<file path="src/rtl/sup_i2c_pkg.sv">
package sup_i2c_pkg;
  localparam int DATA_W = 8;

  typedef enum logic [2:0] {
    BUS_IDLE, BUS_ADDR, BUS_AACK, BUS_WDATA, BUS_WACK, BUS_RDATA, BUS_RACK
  } bus_state_e;

  localparam logic [7:0] REG_MON_LO  = 8'h00;
  localparam logic [7:0] REG_MON_HI  = 8'h01;
  localparam logic [7:0] REG_OUT_LO  = 8'h02;
  localparam logic [7:0] REG_OUT_HI  = 8'h03;
  localparam logic [7:0] REG_ADC_CTL = 8'h06;
  localparam logic [7:0] REG_ADC_LO  = 8'h07;
  localparam logic [7:0] REG_ADC_HI  = 8'h08;
  localparam logic [7:0] REG_GP_LO   = 8'h0E;
  localparam logic [7:0] REG_GP_HI   = 8'h0F;
  localparam logic [7:0] REG_ALERT   = 8'h10;
  localparam logic [7:0] REG_RESET   = 8'h12;
endpackage

</file>
<file path="src/rtl/sup_i2c_sync.sv">
module sup_i2c_sync #(
  parameter int STAGES = 2
) (
  input  logic clk,
  input  logic rst_n,
  input  logic d,
  output logic q
);
  logic [STAGES-1:0] ff;

  always_ff @(posedge clk or negedge rst_n) begin
    if (!rst_n) ff <= '1;
    else        ff <= {ff[STAGES-2:0], d};
  end

  assign q = ff[STAGES-1];
endmodule

</file>
<file path="src/rtl/sup_i2c_bus.sv">
module sup_i2c_bus
  import sup_i2c_pkg::*;
(
  input  logic        clk,
  input  logic        rst_n,
  input  logic        scl,
  input  logic        sda,
  input  logic [6:0]  dev_addr,
  input  logic [7:0]  rd_data,
  output logic        sda_pull,
  output logic        wr_stb,
  output logic [7:0]  wr_addr,
  output logic [7:0]  wr_data
);
  bus_state_e state;
  logic       scl_d, sda_d;
  logic [3:0] bitcnt;
  logic [7:0] sh, tx, ptr;
  logic       rw, first, mnack;

  wire scl_rise = scl & ~scl_d;
  wire scl_fall = ~scl & scl_d;
  wire start_c  = scl & scl_d & sda_d & ~sda;
  wire stop_c   = scl & scl_d & ~sda_d & sda;
  wire byte_end = (bitcnt == 4'd8);

  assign wr_addr = ptr;

  always_ff @(posedge clk or negedge rst_n) begin
    if (!rst_n) begin
      state <= BUS_IDLE; scl_d <= 1'b1; sda_d <= 1'b1;
      bitcnt <= '0; sh <= '0; tx <= '0; ptr <= '0;
      rw <= 1'b0; first <= 1'b0; mnack <= 1'b0;
      sda_pull <= 1'b0; wr_stb <= 1'b0; wr_data <= '0;
    end else begin
      scl_d  <= scl;
      sda_d  <= sda;
      wr_stb <= 1'b0;
      if (start_c) begin
        state <= BUS_ADDR; bitcnt <= '0; first <= 1'b1; sda_pull <= 1'b0;
      end else if (stop_c) begin
        state <= BUS_IDLE; sda_pull <= 1'b0;
      end else begin
        case (state)
          BUS_ADDR: begin
            if (scl_rise) begin
              sh <= {sh[6:0], sda}; bitcnt <= bitcnt + 4'd1;
            end else if (scl_fall && byte_end) begin
              if (sh[7:1] == dev_addr) begin
                sda_pull <= 1'b1; rw <= sh[0]; state <= BUS_AACK;
              end else begin
                state <= BUS_IDLE;
              end
            end
          end
          BUS_AACK: if (scl_fall) begin
            bitcnt <= '0;
            if (rw) begin
              tx <= rd_data; sda_pull <= ~rd_data[7]; state <= BUS_RDATA;
            end else begin
              sda_pull <= 1'b0; state <= BUS_WDATA;
            end
          end
          BUS_WDATA: begin
            if (scl_rise) begin
              sh <= {sh[6:0], sda}; bitcnt <= bitcnt + 4'd1;
            end else if (scl_fall && byte_end) begin
              sda_pull <= 1'b1; state <= BUS_WACK;
              if (first) begin
                ptr <= sh; first <= 1'b0;
              end else begin
                wr_stb <= 1'b1; wr_data <= sh;
              end
            end
          end
          BUS_WACK: if (scl_fall) begin
            sda_pull <= 1'b0; bitcnt <= '0; state <= BUS_WDATA;
          end
          BUS_RDATA: begin
            if (scl_rise) bitcnt <= bitcnt + 4'd1;
            else if (scl_fall) begin
              if (byte_end) begin
                sda_pull <= 1'b0; state <= BUS_RACK;
              end else begin
                tx <= {tx[6:0], 1'b0}; sda_pull <= ~tx[6];
              end
            end
          end
          BUS_RACK: begin
            if (scl_rise) mnack <= sda;
            else if (scl_fall) begin
              if (mnack) state <= BUS_IDLE;
              else begin
                tx <= rd_data; sda_pull <= ~rd_data[7];
                bitcnt <= '0; state <= BUS_RDATA;
              end
            end
          end
          default: ;
        endcase
      end
    end
  end
endmodule

</file>
<file path="src/rtl/sup_i2c_regs.sv">
module sup_i2c_regs
  import sup_i2c_pkg::*;
#(
  parameter int MON_W  = 16,
  parameter int OUT_W  = 16,
  parameter int ADC_W  = 10,
  parameter int CHAN_W = 4
) (
  input  logic              clk,
  input  logic              rst_n,
  input  logic              wr_stb,
  input  logic [7:0]        addr,
  input  logic [7:0]        wr_data,
  output logic [7:0]        rd_data,
  input  logic [MON_W-1:0]  mon_status,
  input  logic [OUT_W-1:0]  out_status,
  output logic              adc_cmd_valid,
  input  logic              adc_cmd_ready,
  output logic [CHAN_W-1:0] adc_cmd_chan,
  input  logic              adc_res_valid,
  input  logic [ADC_W-1:0]  adc_res_data,
  output logic [15:0]       gp_out,
  output logic              dev_rst,
  output logic              alert_pull
);
  logic             alert_dis, done, prev_ok;
  logic [ADC_W-1:0] result;
  logic [MON_W-1:0] mon_prev;

  wire alert_evt = prev_ok && (mon_prev != mon_status);

  always_ff @(posedge clk or negedge rst_n) begin
    if (!rst_n) begin
      gp_out <= '0; alert_dis <= 1'b0; adc_cmd_valid <= 1'b0; adc_cmd_chan <= '0;
      done <= 1'b0; result <= '0; alert_pull <= 1'b0; dev_rst <= 1'b0;
      mon_prev <= '0; prev_ok <= 1'b0;
    end else begin
      dev_rst  <= wr_stb && (addr == REG_RESET);
      mon_prev <= mon_status;
      prev_ok  <= 1'b1;
      if (dev_rst) begin
        gp_out <= '0; alert_dis <= 1'b0; adc_cmd_valid <= 1'b0; adc_cmd_chan <= '0;
        done <= 1'b0; result <= '0; alert_pull <= 1'b0;
      end else begin
        if (adc_cmd_valid && adc_cmd_ready) adc_cmd_valid <= 1'b0;
        if (adc_res_valid) begin
          result <= adc_res_data; done <= 1'b1;
        end
        if (alert_evt && !alert_dis) alert_pull <= 1'b1;
        if (wr_stb) begin
          case (addr)
            REG_GP_LO: gp_out[7:0]  <= wr_data;
            REG_GP_HI: gp_out[15:8] <= wr_data;
            REG_ADC_CTL: if (!adc_cmd_valid) begin
              adc_cmd_valid <= 1'b1; adc_cmd_chan <= wr_data[CHAN_W-1:0]; done <= 1'b0;
            end
            REG_ALERT: begin
              alert_dis <= wr_data[0];
              if (wr_data[0]) alert_pull <= 1'b0;
            end
            default: ;
          endcase
        end
      end
    end
  end

  logic [15:0] mon16, out16, res16;
  logic [3:0]  chan4;
  assign mon16 = 16'(mon_status);
  assign out16 = 16'(out_status);
  assign res16 = 16'(result);
  assign chan4 = 4'(adc_cmd_chan);

  always_comb begin
    case (addr)
      REG_MON_LO:  rd_data = mon16[7:0];
      REG_MON_HI:  rd_data = mon16[15:8];
      REG_OUT_LO:  rd_data = out16[7:0];
      REG_OUT_HI:  rd_data = out16[15:8];
      REG_ADC_CTL: rd_data = {done, 3'b000, chan4};
      REG_ADC_LO:  rd_data = res16[7:0];
      REG_ADC_HI:  rd_data = res16[15:8];
      REG_GP_LO:   rd_data = gp_out[7:0];
      REG_GP_HI:   rd_data = gp_out[15:8];
      REG_ALERT:   rd_data = {7'b0, alert_dis};
      default:     rd_data = 8'h00;
    endcase
  end
endmodule

</file>
<file path="src/rtl/sup_i2c_regif.sv">
module sup_i2c_regif #(
  parameter int MON_W       = 16,
  parameter int OUT_W       = 16,
  parameter int ADC_W       = 10,
  parameter int CHAN_W      = 4,
  parameter int SYNC_STAGES = 2
) (
  input  logic              clk,
  input  logic              rst_n,
  input  logic              scl_i,
  input  logic              sda_i,
  output logic              sda_pull_o,
  input  logic [6:0]        dev_addr_i,
  input  logic [MON_W-1:0]  mon_status_i,
  input  logic [OUT_W-1:0]  out_status_i,
  output logic              adc_cmd_valid_o,
  input  logic              adc_cmd_ready_i,
  output logic [CHAN_W-1:0] adc_cmd_chan_o,
  input  logic              adc_res_valid_i,
  input  logic [ADC_W-1:0]  adc_res_data_i,
  output logic [15:0]       gp_out_o,
  output logic              dev_rst_o,
  output logic              alert_pull_o
);
  logic       scl_s, sda_s, wr_stb;
  logic [7:0] wr_addr, wr_data, rd_data;

  sup_i2c_sync #(.STAGES(SYNC_STAGES)) scl_sync_i (.clk(clk), .rst_n(rst_n), .d(scl_i), .q(scl_s));
  sup_i2c_sync #(.STAGES(SYNC_STAGES)) sda_sync_i (.clk(clk), .rst_n(rst_n), .d(sda_i), .q(sda_s));

  sup_i2c_bus bus_i (
    .clk(clk), .rst_n(rst_n), .scl(scl_s), .sda(sda_s), .dev_addr(dev_addr_i),
    .rd_data(rd_data), .sda_pull(sda_pull_o), .wr_stb(wr_stb),
    .wr_addr(wr_addr), .wr_data(wr_data)
  );

  sup_i2c_regs #(.MON_W(MON_W), .OUT_W(OUT_W), .ADC_W(ADC_W), .CHAN_W(CHAN_W)) regs_i (
    .clk(clk), .rst_n(rst_n), .wr_stb(wr_stb), .addr(wr_addr), .wr_data(wr_data),
    .rd_data(rd_data), .mon_status(mon_status_i), .out_status(out_status_i),
    .adc_cmd_valid(adc_cmd_valid_o), .adc_cmd_ready(adc_cmd_ready_i),
    .adc_cmd_chan(adc_cmd_chan_o), .adc_res_valid(adc_res_valid_i),
    .adc_res_data(adc_res_data_i), .gp_out(gp_out_o), .dev_rst(dev_rst_o),
    .alert_pull(alert_pull_o)
  );
endmodule

</file>
<file path="config.mk">
export PLATFORM = sky130hd
export DESIGN_NAME = sup_i2c_regif
export DESIGN_NICKNAME = d
export VERILOG_FILES = /design/src/rtl/sup_i2c_pkg.sv /design/src/rtl/sup_i2c_sync.sv /design/src/rtl/sup_i2c_bus.sv /design/src/rtl/sup_i2c_regs.sv /design/src/rtl/sup_i2c_regif.sv
export SDC_FILE = /design/constraint.sdc
export NUM_CORES = 1
export LEC_CHECK = 0
export ABC_AREA = 1
export ABC_CLOCK_PERIOD_IN_PS = 2000
export BUFFER_PORTS_ARGS = -buffer_cell sky130_fd_sc_hd__buf_2
export CORE_ASPECT_RATIO = 1.75
export CORE_UTILIZATION = 50
export DETAILED_ROUTE_END_ITERATION = 8
export PLACE_DENSITY = 0.76
export SLEW_MARGIN = 5
export SYNTH_ARGS = -nofsm -noshare
export SYNTH_HDL_FRONTEND = slang
export SYNTH_SLANG_ARGS = --single-unit
</file>
<file path="constraint.sdc">
create_clock -name clk -period 2 [get_ports clk]
set_input_delay 0.2 -clock clk [delete_from_list [all_inputs] [get_ports clk]]
set_output_delay 0.2 -clock clk [all_outputs]
set_load 0.02 [all_outputs]
</file>
==> metrics.md <==
| Metric | Value |
|---|---|
| Post-route ant nets | `0` |
| Max_slew headroom | `roughly 65%` |
| Placeable Area | `~10000 µm²` |
| Clock buffer depth | `2` |
| Grt met1 use | `a little under 30%` |
| Detailed Routing Iterations Pass 1 | `5` |
| Number of fill cells in the layout | `860` |
| DRT Wirelength | `roughly 13,000 µm` |
| Maxcap violations | `0` |
| Routability cong. | `~0.93` |
| Clk_lat worst skew | `around 0.35 ns` |
| Net load switching power | `roughly 1.8 mW` |
| RSZ-0062 raised after global routing | `no` |
| Total CTS buffers | `9` |
| Wire per inst | `about 15 µm` |
| Maximum VDD drop | `about 760 µV` |
| Synth warn | `0` |
| Sw Share | `a little under a third` |
| Period Utilization, post-route | `about nine tenths` |
| Hpwl dp | `between 10,000 and 15,000 µm` |
| Setup violators final | `0` |
| Multi-input gate area | `2158 µm²` |
| Total track usage | `27.45%` |
| Layout Skew | `0.008085 ns` |
| DIE AREA | `between 10,000 and 15,000 µm²` |
| CTS clk-pin slew, worst paths | `~0.070 ns` |
| Gr busiest metal | `met2` |
| Seq pwr share | `between 40 and 50%` |
| Crit path time final | `1.829 ns` |
| Port bufs | `about 80` |
| Asr flop ratio synth | `between 90% and 100%` |
| Syn Std Cell Area | `just over 5000 µm²` |
| Number of synthesized flops with an enable pin | `0` |
| Power Dens Cells | `922.1 nW/µm²` |
| Kind of critical path | `reg2reg` |
| Largest area contributor in the netlist | `dfrtp_1` |
| Met2 GRT Util | `about half` |
| Simple-gate share of the synthesized area | `a little over a quarter` |
| Fmax | `between 500 and 600 MHz` |
| Post-synthesis adder-cell area fraction | `less than 1%` |
| Vias | `4,571` |
| Initial antenna violation count | `0` |
| Global routing usage on met3 | `5.270%` |
| Diodes inserted | `0` |
| XOR/XNOR Fraction of Synth Area | `between 2 and 2.5%` |
| Pwr Total | `5.640 mW` |
| CP required | `approximately 2.2 ns` |
| Die height | `around 140 µm` |
| Syn nets | `709` |
| DRC | `0` |
| Initial DRC count | `290` |
| Setup Buffers After CTS | `0` |
| Root buffer cell | `clkbuf_16` |
| Layout cell share with drive strength beyond 1 | `17.65%` |
| Pint | `between 3 and 4 mW` |
| Crit Path Max Fanout | `14` |
| Largest net degree at the start of global routing | `42` |
| Area contributors post-synth | `dfrtp_1 47%, nand2_1 15%, o21ai_0 8.4%` |
| Final Hold Fails | `0` |
| Fin Setup TNS | `0 ns` |
| Clock Sinks | `around 100` |
| Fin nets | `between 800 and 900` |
| Sequential-to-total area share from yosys stat | `50.06%` |
| HP Class | `in2reg` |
| Crit path cell chain | `inv_1 > nand2_1 > nor2_2 > nor2_2 > inv_1 > nor2_1 > nand3_4 > a21oi_1 > a21boi_2` |
| Vias per cell | `slightly above 5` |
| Slew @ Worst Pin | `around 0.52 ns` |
| IO Count | `79` |
| Largest family of logic cells by synthesized area | `simple AND/OR/NAND/NOR gates` |
| Outcome | `finished, final reports clean` |
| Netlist cell types | `39` |
| Compound-Gate Fraction of Synth Area | `roughly an eighth` |
| Vias in the first global route | `around 4,500` |
| P_leak | `3.013 nW` |
| CP peak stage delay | `~0.55 ns` |
| FP Rows | `48` |
| Worst setup SP type | `flip-flop` |
| Total grt overflow | `0` |
| H-tree depth | `3` |
| Avg Cell Area, Syn | `between 7 and 8 µm²` |
| Mux contribution to synthesized area | `0%` |
| Syn Inst Count | `~650` |
| Gate power share | `21.8%` |
| Synth Flop Type | `dfrtp_1` |
| Final max-slew violation count | `0` |
| First-pass GRT wire length | `21,750 µm` |
| Initial Utilization | `approximately half` |
| Register area | `~2500 µm²` |
| Critical path arrival | `~2 ns` |
| Post-synth top area share | `a little under half` |
| Die X-Extent | `roughly 78 µm` |
| #FFs+latches synth | `approximately 100` |
| CTS tree | `done` |
| Crit. End Element | `flip-flop` |
| Area grow syn2layout | `20.81%` |
| Clock power share | `about a third` |
| Slowest cell on the critical path | `dfstp_2` |
==> routing by layer <==
metal	vias up	wire, µm
met1	2118	5087
met3	29	591
met4	0	459
li1	2279	-
met2	145	7288
met5	-	0
==> cells in the mapped netlist (2+ instances only) <==
| cell type | n |
|---|---|
| nand2_2 | 2 |
| nor3_1 | 6 |
| dfrtp_1 | 95 |
| buf_4 | 2 |
| a21boi_1 | 2 |
| nand3_1 | 45 |
| ha_1 | 2 |
| inv_1 | 74 |
| nor3b_1 | 2 |
| buf_2 | 2 |
| or2_2 | 2 |
| o31ai_1 | 3 |
| o21ai_0 | 85 |
| inv_2 | 3 |
| a21oi_1 | 15 |
| buf_6 | 4 |
| nand2_1 | 200 |
| dfstp_2 | 6 |
| buf_1 | 2 |
| clkbuf_1 | 4 |
| nor2_1 | 60 |
| xnor2_1 | 14 |
| nand4_1 | 6 |
==> path summary, 6_finish.rpt <==
kind | slack [ns] | from | cells after the start | end
max in group asynchronous | 0.98 | rst_n | 3 | scl_sync_i.ff[0]$_DFF_PN1_
worst max register to register | 0.17 | sda_sync_i.ff[1]$_DFF_PN1_ | 9 | bus_i.tx[6]$_DFFE_PN0P_
worst min-delay path | 0.005 | mon_status_i[3] | 1 | regs_i.mon_prev[3]$_DFF_PN0_
worst min register to register | 0.36 | sda_sync_i.ff[0]$_DFF_PN1_ | 0 | sda_sync_i.ff[1]$_DFF_PN1_
worst max-delay path | 0.17 | sda_sync_i.ff[1]$_DFF_PN1_ | 9 | bus_i.tx[6]$_DFFE_PN0P_
min in group asynchronous | 0.37 | rst_n | 2 | regs_i.mon_prev[12]$_DFF_PN0_
==> cells by family after synthesis <==
family | after synthesis
flops | 101
other cells | 1
fa+ha+maj | 2
buf+inv | 92
xor+xnor | 14
simple gates | 329
compound gates | 113
==> through the flow <==
step | util (%) | worst slack (ns) | std cells | hold slack (ns) | cell area (µm²)
2_1_floorplan | - | 0.3678 | 652 | -0.09559 | 5064
3_3_place_gp | 57.24 | 0.1844 | 855 | 0.2088 | 5638
3_5_place_dp | 57.24 | 0.04081 | 855 | 0.2095 | 5638
4_1_cts | 61.92 | 0.02257 | 884 | 0.001262 | 6098
5_1_grt | 62.11 | 0.02916 | 884 | 0.0009256 | 6117
6_report | 62.11 | 0.1713 | 884 | 0.004572 | 6117
==> registers in the layout, summed over array words and instances (netlist names), 2 cells and up <==
| signal | flops |
|---|---|
| sda_sync_i.ff | 2 |
| bus_i.state | 3 |
| bus_i.tx | 7 |
| bus_i.bitcnt | 4 |
| regs_i.result | 10 |
| bus_i.wr_data | 8 |
| regs_i.gp_out | 16 |
| regs_i.adc_cmd_chan | 4 |
| scl_sync_i.ff | 2 |
| bus_i.sh | 8 |
| regs_i.mon_prev | 16 |
| bus_i.wr_addr | 8 |
==> layout by cell type, fill, tap and decap left out, types with 3 or more instances in the layout <==
cell / instances
a21oi_1: 15
buf_2: 77
buf_4: 14
clkbuf_16: 9
dfrtp_1: 94
dfstp_2: 6
dlygate4sd3_1: 13
inv_1: 74
inv_2: 3
nand2_1: 199
nand2_2: 3
nand3_1: 45
nand4_1: 6
nor2_1: 57
nor2_2: 4
nor3_1: 6
o21ai_0: 84
o31ai_1: 3
xnor2_1: 14
==> what timing repair did <==
action,in CTS,in global routing
hold endpoints to repair,50,0
endpoints found under the setup margin,0,22
hold buffers,13,0
gates resized for setup,0,7
==> critical path: cells and delay by family (launching register included) <==
kind / cells / cell delay [ns]
DFF: 1 / 0.55
buffers and inverters: 2 / 0.18
and+or+nand+nor: 5 / 0.68
AOI/OAI and AO/OA: 2 / 0.31
==> power groups by stage <==
stage	Sequential [mW]	Combinational, mW	Clock [mW]
floorplan	2.45	0.925	0
global placement	2.52	1.17	0
detailed placement	2.53	1.20	0
CTS	2.50	1.22	1.94
global route	2.54	1.41	2.01
finish	2.50	1.23	1.91
==> area by class of cell <==
cell class / count / area share [%]
Clock inverter: 6 / 1.493
Inverter: 78 / 4.827
Tap cell: 125 / 2.557
Timing Repair Buffer: 105 / 10.47
Clock buffer: 10 / 3.907
Sequential cell: 101 / 41.46
Multi-Input combinational cell: 459 / 35.28
Note: power is estimated with default switching activity, not from simulation.
